<file path="config.mk">
export PLATFORM = sky130hd
export DESIGN_NAME = gcd_accel
export DESIGN_NICKNAME = d
export VERILOG_FILES = /design/src/rtl/gcd_pkg.sv /design/src/rtl/gcd_step.sv /design/src/rtl/gcd_core.sv /design/src/rtl/gcd_regs.sv /design/src/rtl/gcd_accel.sv
export SDC_FILE = /design/constraint.sdc
export NUM_CORES = 1
export LEC_CHECK = 0
export BUFFER_PORTS_ARGS = -buffer_cell sky130_fd_sc_hd__buf_2
export CAP_MARGIN = 20
export CORE_MARGIN = 2
export CORE_UTILIZATION = 55
export DETAILED_ROUTE_END_ITERATION = 10
export PLACE_DENSITY_LB_ADDON = 0.25
export SLEW_MARGIN = 20
export SYNTH_ARGS = -nofsm -noshare
export SYNTH_HDL_FRONTEND = slang
export SYNTH_SLANG_ARGS = --single-unit
</file>
<file path="constraint.sdc">
create_clock -name clk -period 8.1 [get_ports clk]
set_input_delay 1.215 -clock clk [delete_from_list [all_inputs] [get_ports clk]]
set_output_delay 1.215 -clock clk [all_outputs]
set_load 0.03 [all_outputs]
</file>
<file path="src/rtl/gcd_pkg.sv">
package gcd_pkg;
  localparam int OFF_OPA  = 0;
  localparam int OFF_OPB  = 1;
  localparam int OFF_CTRL = 2;
  localparam int GO_VALUE = 1;
  localparam bit RESP_OKAY = 1'b0;
endpackage

</file>
<file path="src/rtl/gcd_step.sv">
module gcd_step #(
  parameter int DATA_W = 32
) (
  input  logic [DATA_W-1:0] cur_a,
  input  logic [DATA_W-1:0] cur_b,
  output logic [DATA_W-1:0] nxt_a,
  output logic [DATA_W-1:0] nxt_b,
  output logic              finish
);
  logic a_gt_b;

  always_comb begin
    a_gt_b = cur_a > cur_b;
    finish = (cur_b == '0) || (cur_a == '0);
    nxt_a  = cur_a;
    nxt_b  = cur_b;
    if (a_gt_b) nxt_a = cur_a - cur_b;
    else        nxt_b = cur_b - cur_a;
  end
endmodule

</file>
<file path="src/rtl/gcd_core.sv">
module gcd_core #(
  parameter int DATA_W = 32
) (
  input  logic              clk,
  input  logic              rst,
  input  logic              start,
  input  logic [DATA_W-1:0] load_a,
  input  logic [DATA_W-1:0] load_b,
  output logic              busy,
  output logic [DATA_W-1:0] work_a,
  output logic [DATA_W-1:0] work_b,
  output logic [DATA_W-1:0] result
);
  logic [DATA_W-1:0] step_a, step_b;
  logic              step_done;

  gcd_step #(.DATA_W(DATA_W)) u_step (
    .cur_a (work_a),
    .cur_b (work_b),
    .nxt_a (step_a),
    .nxt_b (step_b),
    .finish(step_done)
  );

  always_ff @(posedge clk) begin
    if (rst) begin
      busy   <= 1'b0;
      work_a <= '0;
      work_b <= '0;
      result <= '0;
    end else if (start && !busy) begin
      busy   <= 1'b1;
      work_a <= load_a;
      work_b <= load_b;
    end else if (busy) begin
      if (step_done) begin
        result <= work_a;
        busy   <= 1'b0;
      end else begin
        work_a <= step_a;
        work_b <= step_b;
      end
    end
  end
endmodule

</file>
<file path="src/rtl/gcd_regs.sv">
module gcd_regs
  import gcd_pkg::*;
#(
  parameter int DATA_W = 32,
  parameter int ADDR_W = 4
) (
  input  logic              clk,
  input  logic              rst,
  input  logic              bus_sel,
  input  logic              bus_write,
  input  logic [ADDR_W-1:0] bus_addr,
  input  logic [DATA_W-1:0] bus_wdata,
  input  logic              busy,
  input  logic [DATA_W-1:0] result,
  output logic [DATA_W-1:0] bus_rdata,
  output logic [DATA_W-1:0] op_a,
  output logic [DATA_W-1:0] op_b,
  output logic              start
);
  localparam logic [ADDR_W-1:0] A_OPA  = ADDR_W'(OFF_OPA);
  localparam logic [ADDR_W-1:0] A_OPB  = ADDR_W'(OFF_OPB);
  localparam logic [ADDR_W-1:0] A_CTRL = ADDR_W'(OFF_CTRL);
  localparam logic [DATA_W-1:0] GO     = DATA_W'(GO_VALUE);

  logic wr_idle;

  always_comb begin
    wr_idle = bus_sel && bus_write && !busy;
    start   = wr_idle && (bus_addr == A_CTRL) && (bus_wdata == GO);
  end

  always_ff @(posedge clk) begin
    if (rst) begin
      op_a <= '0;
      op_b <= '0;
    end else if (wr_idle) begin
      if (bus_addr == A_OPA) op_a <= bus_wdata;
      if (bus_addr == A_OPB) op_b <= bus_wdata;
    end
  end

  always_comb begin
    bus_rdata = '0;
    if (bus_sel && !bus_write) begin
      unique case (bus_addr)
        A_OPA:   bus_rdata = op_a;
        A_OPB:   bus_rdata = op_b;
        A_CTRL:  bus_rdata = busy ? '1 : result;
        default: bus_rdata = '0;
      endcase
    end
  end
endmodule

</file>
<file path="src/rtl/gcd_accel.sv">
module gcd_accel
  import gcd_pkg::*;
#(
  parameter int DATA_W = 32,
  parameter int ADDR_W = 4
) (
  input  logic              clk,
  input  logic              rst,
  input  logic              bus_sel,
  input  logic              bus_write,
  input  logic [ADDR_W-1:0] bus_addr,
  input  logic [DATA_W-1:0] bus_wdata,
  output logic [DATA_W-1:0] bus_rdata,
  output logic              bus_ready,
  output logic              bus_resp
);
  logic              busy, start;
  logic [DATA_W-1:0] op_a, op_b, work_a, work_b, result;

  assign bus_ready = 1'b1;
  assign bus_resp  = RESP_OKAY;

  gcd_regs #(.DATA_W(DATA_W), .ADDR_W(ADDR_W)) u_regs (
    .clk      (clk),
    .rst      (rst),
    .bus_sel  (bus_sel),
    .bus_write(bus_write),
    .bus_addr (bus_addr),
    .bus_wdata(bus_wdata),
    .busy     (busy),
    .result   (result),
    .bus_rdata(bus_rdata),
    .op_a     (op_a),
    .op_b     (op_b),
    .start    (start)
  );

  gcd_core #(.DATA_W(DATA_W)) u_core (
    .clk   (clk),
    .rst   (rst),
    .start (start),
    .load_a(op_a),
    .load_b(op_b),
    .busy  (busy),
    .work_a(work_a),
    .work_b(work_b),
    .result(result)
  );
endmodule

</file>
# Yosys cells after proc, flatten, opt, wreduce, memory -nomap -nowiden
# Index checks and enable logic that the tools add are counted.
# totals
inputBits,40
wordCells,48
regBits,161
# classes
bitwise,1
reduce_logical,19
add_sub_neg,2
order_cmp,1
n_eq_ne,5
mux,14
# op_table
operator,count
$mux 32,10
$pmux 32 s3,1
$logic_not 32->1,2
$sub 32x32->32,2
$eq 32x1->1 const B,1
$gt 32x32->1,1
$reduce_and 3->1,3
$logic_and 1x1->1,6
$eq 4x1->1 const B,1
$eq 4x2->1 const B,1
$logic_not 4->1,1
$reduce_and 2->1,2
$reduce_bool 2->1,2
$mux 1,3
$logic_not 1->1,2
$ne 2x1->1 const B,1
$ne 2x2->1 const B,1
$logic_or 1x1->1,1
$not 1->1,1

# Depth between registers and ports, before layout
# Gate-level depths: netlist of run 1.
# logic_depth
depth_word,7
ltp_mapped,14

# Modules after synthesis
# Synthesis of run 1 repeated with hierarchy kept, for this count alone.
# hier_totals
hier_cells,1575
area_unflattened_um2,11842.6
# by_module_without_submodules
mod,cells_each,n_inst,area_each_um2
gcd_step,617,1,4410.5
gcd_core,500,1,4136.5
gcd_regs,454,1,3273.1
gcd_accel,4,1,22.5

# Worst setup path after synthesis of run 1
# Ideal clock, no wire load.
# synth_path
path_type,input to output
start,in bus_addr[1]
end,out bus_rdata[10]
required_time_ns,6.885
arrival_ns,2.861
path_buffers,1
path_slack_ns,4.024
path_stages,4
cell_sequence,nor4b_1 > clkbuf_1 > a22oi_1 > a21oi_1
# synth_via
elab_chain_len,3
word_cells_on_any_way,5
# synth_lines
element,line,source
from (decl),gcd_accel.sv:11,"input logic [ADDR_W-1:0] bus_addr,"
"$eq 4x2->1, or another cell as far along",gcd_regs.sv:45,unique case (bus_addr)
$pmux 32 s3 (*),gcd_regs.sv:45,
$mux 32 (*),gcd_regs.sv:44,if (bus_sel && !bus_write) begin
to (decl),gcd_accel.sv:13,"output logic [DATA_W-1:0] bus_rdata,"
# Mark *: on every way between the ends. The rest lies on a longest branch, timed or not.

# Worst setup path in the final report of run 1
# layout_path
start,in bus_addr[0]
end,reg u_core.work_a[31]
# layout_via
elab_chain_len,6
word_cells_on_any_way,9
# layout_lines
element,line,source
$eq 4x2->1 (*),gcd_regs.sv:29,start = wr_idle && (bus_addr == A_CTRL) && (bus_wdata == GO);
$logic_and 1x1->1 (*) (2 in series),gcd_regs.sv:29,
$logic_and 1x1->1 (*),gcd_core.sv:31,end else if (start && !busy) begin
$ne 2x2->1 (no line) or $reduce_bool 2->1 (tied branches),n/a,
$reduce_and 3->1 (no line),n/a,
to (signal assigned),gcd_core.sv:33,work_a <= load_a;
to (signal assigned),gcd_core.sv:40,work_a <= step_a;
to (decl),gcd_core.sv:10,"output logic [DATA_W-1:0] work_a,"
# Marks and branches as above.
# A chain may end at the register's enable or synchronous reset.

==> flow_summary.ini, run 1 <==
[power_and_ir_drop]
p_sw_mw = 0.411
p_clk_share_pct = 50.8
ir_worst_vdd_mv = 0.145
netSwitchingFraction_pct = 24.0
power_frac_comb_pct = 2.7
p_int_mw = 1.30
power_density_nw_per_um2 = 148
seq_power_share_pct = 46.5
power_leakage_nw = 4.39

[finish]
fin_cells = 1730
drive_above_1_share_pct = 9.32
syn2layout_area_growth_pct = 9.23
nets = 1563
utilization_pct = 61.6
n_antenna_cell = 0

[placement]
port_buffers = 71
post-dp-hpwl_um = 24100
gp_congestion = 0.962
dp_cells = 1698

[sta]
rsz0062_at_grt = no
finalSetupTns_ns = 0
hold_viol_final = 0
drv_slew = 0
slew_headroom_pct = 28.4
worst_slew_pin_slew_ns = 1.07
skew_ns = 0.0177
hold_ws_ns = 0.454
finalSetupViolations = 0
period_minus_slack_ns = 4.26
max_freq_ghz = 0.234
period_share_pct = 52.6

[cts]
post_cts_buffers = 0
hold_buffers = 0
cts_buffers = 17
htreeDepth = 4
path_clk_slew_ns = 0.07
clock_sinks = 161
cts_resized = 0
insertion_delay_ns = 0.44
cts_root_buf = clkbuf_16
clock_tree.buffer_depth = 2
cts_tree = built

[setup_path]
path_cells = buf_2 -> nor4b_4 -> buf_4 -> nand4_1 -> or3_2 -> and2_1 -> o31ai_4 -> buf_4 -> nand3_1 -> mux2_2 -> a21oi_1
setup.worst_path.start_class = input port
critPathRequiredTime_ns = 8.46
slowest_delay_ns = 0.88
arrival_ns = 4.62
crit_path_frequent_cell = buf_4
cp-end-kind = register
crit_type = in2reg
cp_slowest_cell = or3_2
path_max_fanout = 55

[logic_synthesis]
ys.warnings.count = 0
syn_avg_cell_area_sq_um = 7.22
yosysMostFrequentCell = nand2_1
ys_ff_latch = 161
seq_area_frac_synth_pct = 30.3
ys_types = 66
ys.flop_type = dfxtp_1
async_flop_share_pct = 0
synth_common_cells = nand2_1, a21oi_1, dfxtp_1, nor2_1, clkbuf_1
yosys.area.top_type = dfxtp_1
syn_area_sq_um = 10600
netlist_instances = 1471
synth_top_cell_area_share_pct = 30.3
syn_nets = 1576
synth-edff-count = 0
synthTopCellsByArea = dfxtp_1, a21oi_1, nand2_1

[grt]
grt_pass1_vias = 9369
antenna_found_initial = 1
grt_max_degree = 103
grt_pass1_wl_um = 52100
grt_usage_pct = 32.5
grt-ovfl-total = 0

[drt]
drt_first_pass_iters = 5
routed_wl_um = 33500
vias = 10939
highest_layer = met5
drt-met1-wl_um = 15300
met2_length_um = 13900
dr_wl_met3_um = 3820
detail_route.vias_per_cell = 6.32
routedWlPerCell_um = 19.4
drt.antenna.violating_nets = 0
drc = 0
initialDrtViolationCount = 1474

[run]
cap_violations = 0

[die]
ios = 74
core.rowCount = 50
die_y_um = 143
start_util_pct = 56.4
die_x_um = 143
dieArea_sq_um = 20400
coreArea_sq_um = 18800

[outcome]
status = complete, no violations

[min_path]
hold_path.class = reg2reg
## cell usage in the layout (no fill, tap or decap), types with 5 or more instances in the layout
master | netlist | final
a311oi_1 | 12 | 12
inv_1 | 72 | 72
nand3_1 | 44 | 44
ha_1 | 63 | 63
buf_4 | 3 | 12
nor4_1 | 32 | 31
a211oi_1 | 44 | 44
xnor2_1 | 26 | 26
dfxtp_1 | 161 | 160
a2111oi_0 | 7 | 7
or3_1 | 6 | 5
xor2_1 | 22 | 22
a31oi_1 | 5 | 5
o21ai_0 | 70 | 70
o21bai_1 | 14 | 14
o21ai_1 | 13 | 13
and2_1 | 11 | 11
nand2_1 | 267 | 264
a21o_1 | 32 | 32
buf_2 | 24 | 70
nor2b_1 | 9 | 9
and3_1 | 6 | 6
o211ai_1 | 6 | 6
nor3_1 | 6 | 5
o31ai_1 | 5 | 5
nand2b_1 | 5 | 5
a21oi_1 | 205 | 205
clkbuf_16 | 0 | 17
a22oi_1 | 47 | 47
nand4_1 | 15 | 15
nor2_1 | 89 | 88
## worst max-delay path: cells and delay by family
family / cells / cell delay, ns
buffers and inverters: 3 / 0.93
multiplexers: 1 / 0.31
AND/OR/NAND/NOR: 5 / 1.85
AO/OA/AOI/OAI: 2 / 0.28
## logic make-up (layout without fill, tap and decap cells)
family          Yosys count  count (layout)  share of synthesized area [%]
simple gates            504             504                           21.1
other cells               2               2                         0.0707
flops                   161             161                           30.3
fa+ha+maj                65              65                           7.80
mux                       4               4                          0.389
buf+inv                 188             187                           7.03
xor+xnor                 48              48                           3.96
compound gates          499             499                           29.4
## sequential cells by signal, summed over array words and instances, names as in the netlist
name and flops:
u_core.busy 1, u_core.work_b 32, u_core.work_a 32, u_regs.op_b 32, u_core.result 32, u_regs.op_a 32
## routing by layer
layer,GRT usage [%],vias up
li1,-,5145
met1,50.3,5167
met2,45.1,579
met3,7.58,46
met4,7.50,2
met5,0,-
## layout make-up
class | count | area (sq um)
Clock buffer | 17 | 425
Clock inverter | 14 | 191
Fill cell | 1694 | 7230
Inverter | 73 | 274
Multi-Input combinational cell | 1122 | 6710
Sequential cell | 161 | 3220
Tap cell | 260 | 325
Timing Repair Buffer | 83 | 455
## path summary, 6_finish.rpt
check	start	to	slack, ns	cells after the start
setup reg to reg	u_core.work_a[17]$_SDFFE_PP0P_	u_core.work_b[28]$_SDFFE_PP0P_	4.00	11
setup / recovery	bus_addr[0]	u_core.work_a[31]$_SDFFE_PP0P_	3.84	11
hold reg to reg	u_core.result[22]$_SDFFE_PP0P_	u_core.result[22]$_SDFFE_PP0P_	0.45	2
hold / removal	u_core.result[22]$_SDFFE_PP0P_	u_core.result[22]$_SDFFE_PP0P_	0.45	2
## metrics by stage
step / cell area (sq um) / power (mW) / setup WS (ns)
after floorplan: 10600 / 0.837 / 4.02
after CTS: 11600 / 1.71 / 3.82
after detailed placement: 11000 / 0.859 / 3.45
final: 11600 / 1.71 / 3.84
after global routing: 11600 / 1.75 / 3.60
after global placement: 11000 / 0.858 / 3.52
## power by group through the flow
stage / Clock (mW) / Sequential, mW / Combinational [mW]
floorplan: 0 / 0.813 / 0.0238
global placement: 0 / 0.814 / 0.0434
detailed placement: 0 / 0.814 / 0.0443
CTS: 0.871 / 0.796 / 0.0444
global route: 0.905 / 0.796 / 0.0493
finish: 0.871 / 0.796 / 0.0455
No activity file was read; power rests on OpenSTA's default activity.
==> inputs of run 2 (changes only) <==
--- a/config.mk
+++ b/config.mk
@@ -5,6 +5,7 @@
 export SDC_FILE = /design/constraint.sdc
 export NUM_CORES = 1
 export LEC_CHECK = 0
+export ABC_AREA = 1
 export BUFFER_PORTS_ARGS = -buffer_cell sky130_fd_sc_hd__buf_2
 export CAP_MARGIN = 20
 export CORE_MARGIN = 2
==> constraint.sdc (replaced) <==
create_clock -name clk -period 4 [get_ports clk]
set_input_delay 0.6 -clock clk [delete_from_list [all_inputs] [get_ports clk]]
set_output_delay 0.6 -clock clk [all_outputs]
set_load 0.03 [all_outputs]
==> run 2 against run 1 <==
Net effect: via count grew 22%; core utilization decreased by 0.89 points; sequential share of layout area fell by 3.5 points; critical path depth rose by 5; highest routed layer unchanged; power is 97% higher; register-to-register slack lost 3.2 ns; critical path type is now reg2reg; final cell count up 38%; combinational power grew to 2.6 times the previous value; clock power grew 88%; clock skew decreased by 0.0062 ns.
==> flow_summary.ini, run 2 <==
[min_path]
hold_path.class = in2reg
whs_path_depth = 3
holdPathEnd = u_regs.op_a[0]$_SDFFE_PP0P_
hp-start = bus_wdata[0]

[drt]
routed_wl_um = 42600
vias = 13370
detail_route.vias_per_cell = 5.60
drt.antenna.violating_nets = 0
routedWlPerCell_um = 17.8
drt_first_pass_iters = 6
initialDrtViolationCount = 1567
drc = 0

[finish]
layout_common_cells = nand2_1, inv_1, o21ai_0, a21oi_1, nand3_1
n_antenna_cell = 0
syn2layout_area_growth_pct = 7.92
nets = 2199
drive_above_1_share_pct = 8.31
final_common_cell = nand2_1
fin_cells = 2387

[setup_path]
rr_endpoint = u_core.work_b[24]$_SDFFE_PP0P_
crit_buf_inv = 2
reg2reg_slack_ns = 0.76
slowest_delay_ns = 0.61
crit_path_frequent_cell = nand2_2
crit_type = reg2reg
critPathRequiredTime_ns = 4.36
setup.worst_path.start_class = register
path_max_fanout = 32
r2r_cells = 16
timing.rr.start = u_core.work_a[0]$_SDFFE_PP0P_
path_cells = inv_1 -> ha_1 -> fa_1 -> inv_1 -> nand2_1 -> nand2_2 -> nand2_1 -> nand2_2 -> nand2_2 -> nand2_2 -> nand2_2 -> nand2_4 -> nand3_2 -> nand2_2 -> nand2_1 -> a21oi_2
arrival_ns = 3.60
crit_family = simple AND/OR/NAND/NOR gates
cp-end-kind = register
cp_slowest_cell = nand2_2

[run]
cap_violations = 0

[placement]
dp_cells = 2355
gp_congestion = 0.966
post-dp-hpwl_um = 33600
port_buffers = 71

[logic_synthesis]
synth-edff-count = 0
syn_nets = 2183
synthTopCellsByArea = dfxtp_1, nand2_1, inv_1
syn_area_sq_um = 12300
syn_avg_cell_area_sq_um = 5.93
synth_top_cell_area_share_pct = 26.2
async_flop_share_pct = 0
ys.flop_type = dfxtp_1
seq_area_frac_synth_pct = 26.2
ys_ff_latch = 161
synth_common_cells = nand2_1, inv_1, o21ai_0, a21oi_1, nand3_1
yosysMostFrequentCell = nand2_1
ys.warnings.count = 0
netlist_instances = 2078
yosys.area.top_type = dfxtp_1
ys_types = 44

[power_and_ir_drop]
ir_worst_vdd_mv = 0.253
power_density_nw_per_um2 = 254
power_leakage_nw = 7.05
fin_total_pwr_mw = 3.37

[die]
die_x_um = 154
core.rowCount = 54
die_y_um = 154
start_util_pct = 56.3
dieArea_sq_um = 23600
coreArea_sq_um = 21900
ios = 74

[grt]
grt_max_degree = 120
grt_usage_pct = 35.6
grt_pass1_wl_um = 66100
antenna_found_initial = 1
grt_pass1_vias = 11755
grt-ovfl-total = 0

[sta]
period_minus_slack_ns = 3.24
slew_headroom_pct = 45.7
period_share_pct = 80.9
finalSetupTns_ns = 0
finalSetupViolations = 0
hold_ws_ns = 0.443
max_freq_ghz = 0.309
hold_viol_final = 0
skew_ns = 0.0115
rsz0062_at_grt = no
worst_slew_pin_slew_ns = 0.812
drv_slew = 0

[cts]
cts_tree = built
cts_resized = 0
clock_sinks = 161
insertion_delay_ns = 0.44
htreeDepth = 4
path_clk_slew_ns = 0.07
clock_tree.buffer_depth = 2
cts_buffers = 17
hold_buffers = 0
cts_root_buf = clkbuf_16
post_cts_buffers = 0

[outcome]
status = complete, no violations
run 2: cell types whose count changed after synthesis, moves of 30 or more:
cell | before | now
a211oi_1 | 44 | 0
a21o_1 | 32 | 2
a21oi_1 | 205 | 165
a22oi_1 | 47 | 0
inv_1 | 72 | 337
nand2_1 | 267 | 632
nand3_1 | 44 | 162
nor2_1 | 89 | 124
o21ai_0 | 70 | 167
run 2: worst reg2reg max path, cell delays in order, from the launching register on:
cell and delay [ns]:
dfxtp_1 0.37, inv_1 0.10, ha_1 0.24, fa_1 0.50, inv_1 0.12, nand2_1 0.07
nand2_2 0.09, nand2_1 0.07, nand2_2 0.10, nand2_2 0.07, nand2_2 0.09, nand2_2 0.06
nand2_4 0.09, nand3_2 0.26, nand2_2 0.61, nand2_1 0.17, a21oi_2 0.17
run 2: worst max path at each step:
stage | from | endpoint | slack (ns) | cells after the start
final | u_core.work_a[0]$_SDFFE_PP0P_ | u_core.work_b[24]$_SDFFE_PP0P_ | 0.76 | 16
after global routing | u_core.work_a[0]$_SDFFE_PP0P_ | u_core.work_b[24]$_SDFFE_PP0P_ | 0.54 | 16
after CTS | u_core.work_a[0]$_SDFFE_PP0P_ | u_core.work_b[24]$_SDFFE_PP0P_ | 0.81 | 16
after detailed placement | u_core.work_a[0]$_SDFFE_PP0P_ | u_core.work_b[24]$_SDFFE_PP0P_ | 0.85 | 16
after global placement | bus_addr[3] | bus_rdata[0] | 0.96 | 9
after floorplan | bus_addr[3] | bus_rdata[10] | 1.55 | 8
run 2: metal layers:
metal	up-vias	wire length, um	GRT usage (%)
met1	6082	20200	55.6
met5	-	13	0
met4	2	688	7.86
met2	667	17400	51.7
met3	44	4320	4.71
li1	6575	-	-
run 2: cell families (layout without fill, tap and decap cells):
group / count (synthesis) / in the layout / synth area share, %
simple gates: 1027 / 1027 / 35.7
other cells: 2 / 2 / 0.0610
buf+inv: 431 / 460 / 14.0
flops: 161 / 161 / 26.2
compound gates: 374 / 374 / 16.0
xor+xnor: 18 / 18 / 1.28
fa+ha+maj: 65 / 65 / 6.72
run 2: final cells by class:
cell class / instances / area (sq um)
clock inverter: 14 / 146
inverter: 344 / 1290
clock buffer: 18 / 429
fill: 2244 / 8600
tap: 280 / 350
timing repair buffer: 84 / 465
multi-input combinational: 1486 / 7390
sequential: 161 / 3220
run 2: per-stage QoR:
stage	instance area, sq um	utilization [%]	setup WS [ns]
after global placement	12700	58.1	0.961
after detailed placement	12700	58.1	0.847
after global routing	13300	60.7	0.538
after floorplan	12300	-	1.55
after CTS	13300	60.7	0.810
final	13300	60.7	0.764
run 2: power breakdown:
group          total (mW)  switching, mW  internal, mW
combinational       0.117         0.0840        0.0331
sequential           1.62        0.00683          1.61
clock                1.64          0.756         0.881
total                3.37          0.847          2.52
==> inputs of run 3 (changes only) <==
==> constraint.sdc (replaced) <==
create_clock -name clk -period 2.88 [get_ports clk]
set_input_delay 0.432 -clock clk [delete_from_list [all_inputs] [get_ports clk]]
set_output_delay 0.432 -clock clk [all_outputs]
set_load 0.03 [all_outputs]
==> run 3 against run 2 <==
Net effect: count of clock-buffer cells in the layout unchanged; critical path depth down 4; via count up 1.2%; core utilization rose by 1.3 points; sequential share of layout area fell by 0.52 points; global-route usage down 0.60 points; critical path type unchanged; largest cell class unchanged; highest routed layer is now met4.
==> flow_summary.ini, run 3 (synthesized netlist as in run 2, its figures left out) <==
[setup_path]
cp_slowest_cell = ha_1
setup.worst_path.start_class = register
crit_type = reg2reg
slowest_delay_ns = 0.43
path_max_fanout = 6
crit_buf_inv = 1
crit_path_frequent_cell = nand3_1
arrival_ns = 3.04
cp-end-kind = register
path_cells = inv_1 -> ha_1 -> a21oi_1 -> nor2_1 -> o21ai_0 -> nand3_1 -> nand2_1 -> nand3_1 -> o21ai_0 -> nand3_1 -> nand2_1 -> nor2_1
crit_family = simple AND/OR/NAND/NOR gates
critPathRequiredTime_ns = 3.21

[die]
start_util_pct = 56.3
dieArea_sq_um = 23600
coreArea_sq_um = 21900
core.rowCount = 54
ios = 74
die_y_um = 154
die_x_um = 154

[cts]
cts_buffers = 17
htreeDepth = 4
cts_resized = 0
post_cts_buffers = 0
cts_tree = built
clock_tree.buffer_depth = 2
hold_buffers = 0
insertion_delay_ns = 0.44
cts_root_buf = clkbuf_16
path_clk_slew_ns = 0.07
clock_sinks = 161

[drt]
detail_route.vias_per_cell = 5.62
drt_first_pass_iters = 6
drt.antenna.violating_nets = 0
routedWlPerCell_um = 17.5
initialDrtViolationCount = 1673
drc = 0
routed_wl_um = 42200
vias = 13533

[run]
cap_violations = 0

[grt]
grt-busiest-layer = met1
grt_util_met2_pct = 50.2
grtUsageMet3_pct = 5.50
grt_pass1_vias = 11975
grt_use_met1_pct = 54.5
antenna_found_initial = 0
grt-ovfl-total = 0
grt_pass1_wl_um = 65600
grt_max_degree = 69
grt_usage_pct = 35.0

[sta]
drv_slew = 0
hold_viol_final = 0
slew_headroom_pct = 64.4
max_freq_ghz = 0.368
fin_ws_ns = 0.165
rsz0062_at_grt = yes
worst_slew_pin_slew_ns = 0.533
skew_ns = 0.0165
period_minus_slack_ns = 2.72
finalSetupTns_ns = 0
period_share_pct = 94.3
finalSetupViolations = 0

[finish]
layout_common_cells = nand2_1, inv_1, o21ai_0, a21oi_1, nand3_1
syn2layout_area_growth_pct = 10.3
n_antenna_cell = 0
drive_above_1_share_pct = 9.39
stdcell_area_sq_um = 13600
final_common_cell = nand2_1
utilization_pct = 62.1
fin_cells = 2410
nets = 2222

[outcome]
status = complete, no violations

[power_and_ir_drop]
power_density_nw_per_um2 = 358
power_leakage_nw = 7.20
ir_worst_vdd_mv = 0.436

[placement]
dp_worst_setup_slack_ns = 0.180
post-dp-hpwl_um = 32700
port_buffers = 71
placed_area_sq_um = 12900
dp_cells = 2377
gp_congestion = 1.03

[min_path]
hold_path.class = in2reg
run 3: changes by cell type in the layout (fill, tap and decap cells not counted), moves of 2 or more:
cell	previous run	this run
buf_12	1	5
buf_4	12	30
nand2_4	3	5
bufinv_16	1	3
run 3: cell type report:
class	instances	area (sq um)
fillers	2184	8300
multi-input cells	1487	7410
flip-flops and latches	161	3220
inverters	344	1300
repair buffers	106	681
clock buffers	18	439
well taps	280	350
clock inverters	14	186
run 3: through the flow:
step	hold WS [ns]	power, mW
6_report	0.286	4.86
5_1_grt	0.298	4.98
4_1_cts	0.278	4.85
3_5_place_dp	0.457	2.46
3_3_place_gp	0.453	2.46
2_1_floorplan	0.443	2.39
run 3: layer usage:
metal  vias up  part of all wire [%]
met3        48                    10
met2       704                    40
met4         0                   2.0
met5         -                     0
met1      6147                    47
li1       6634                     -
run 3: worst register-to-register path, stage by stage, from the launching register on:
cell and delay [ns]:
dfxtp_1 0.40, inv_1 0.15, ha_1 0.43, a21oi_1 0.32, nor2_1 0.12, o21ai_0 0.23
nand3_1 0.26, nand2_1 0.12, nand3_1 0.19, o21ai_0 0.16, nand3_1 0.12, nand2_1 0.08
nor2_1 0.04
run 3: path summary, 6_finish.rpt:
check	from	cells after the start	endpoint	slack (ns)
setup / recovery	u_core.work_a[4]$_SDFFE_PP0P_	12	u_core.work_a[11]$_SDFFE_PP0P_	0.16
hold / removal	bus_wdata[0]	3	u_regs.op_a[0]$_SDFFE_PP0P_	0.29
setup reg to reg	u_core.work_a[4]$_SDFFE_PP0P_	12	u_core.work_a[11]$_SDFFE_PP0P_	0.16
hold reg to reg	u_core.work_b[31]$_SDFFE_PP0P_	2	u_core.work_b[31]$_SDFFE_PP0P_	0.47
run 3: where the power goes:
group          leakage [nW]  total, mW  internal (mW)  switching [mW]
registers              1.30       2.25           2.24         0.00969
clock network         0.307       2.45           1.42            1.03
logic                  5.60      0.169         0.0487           0.120
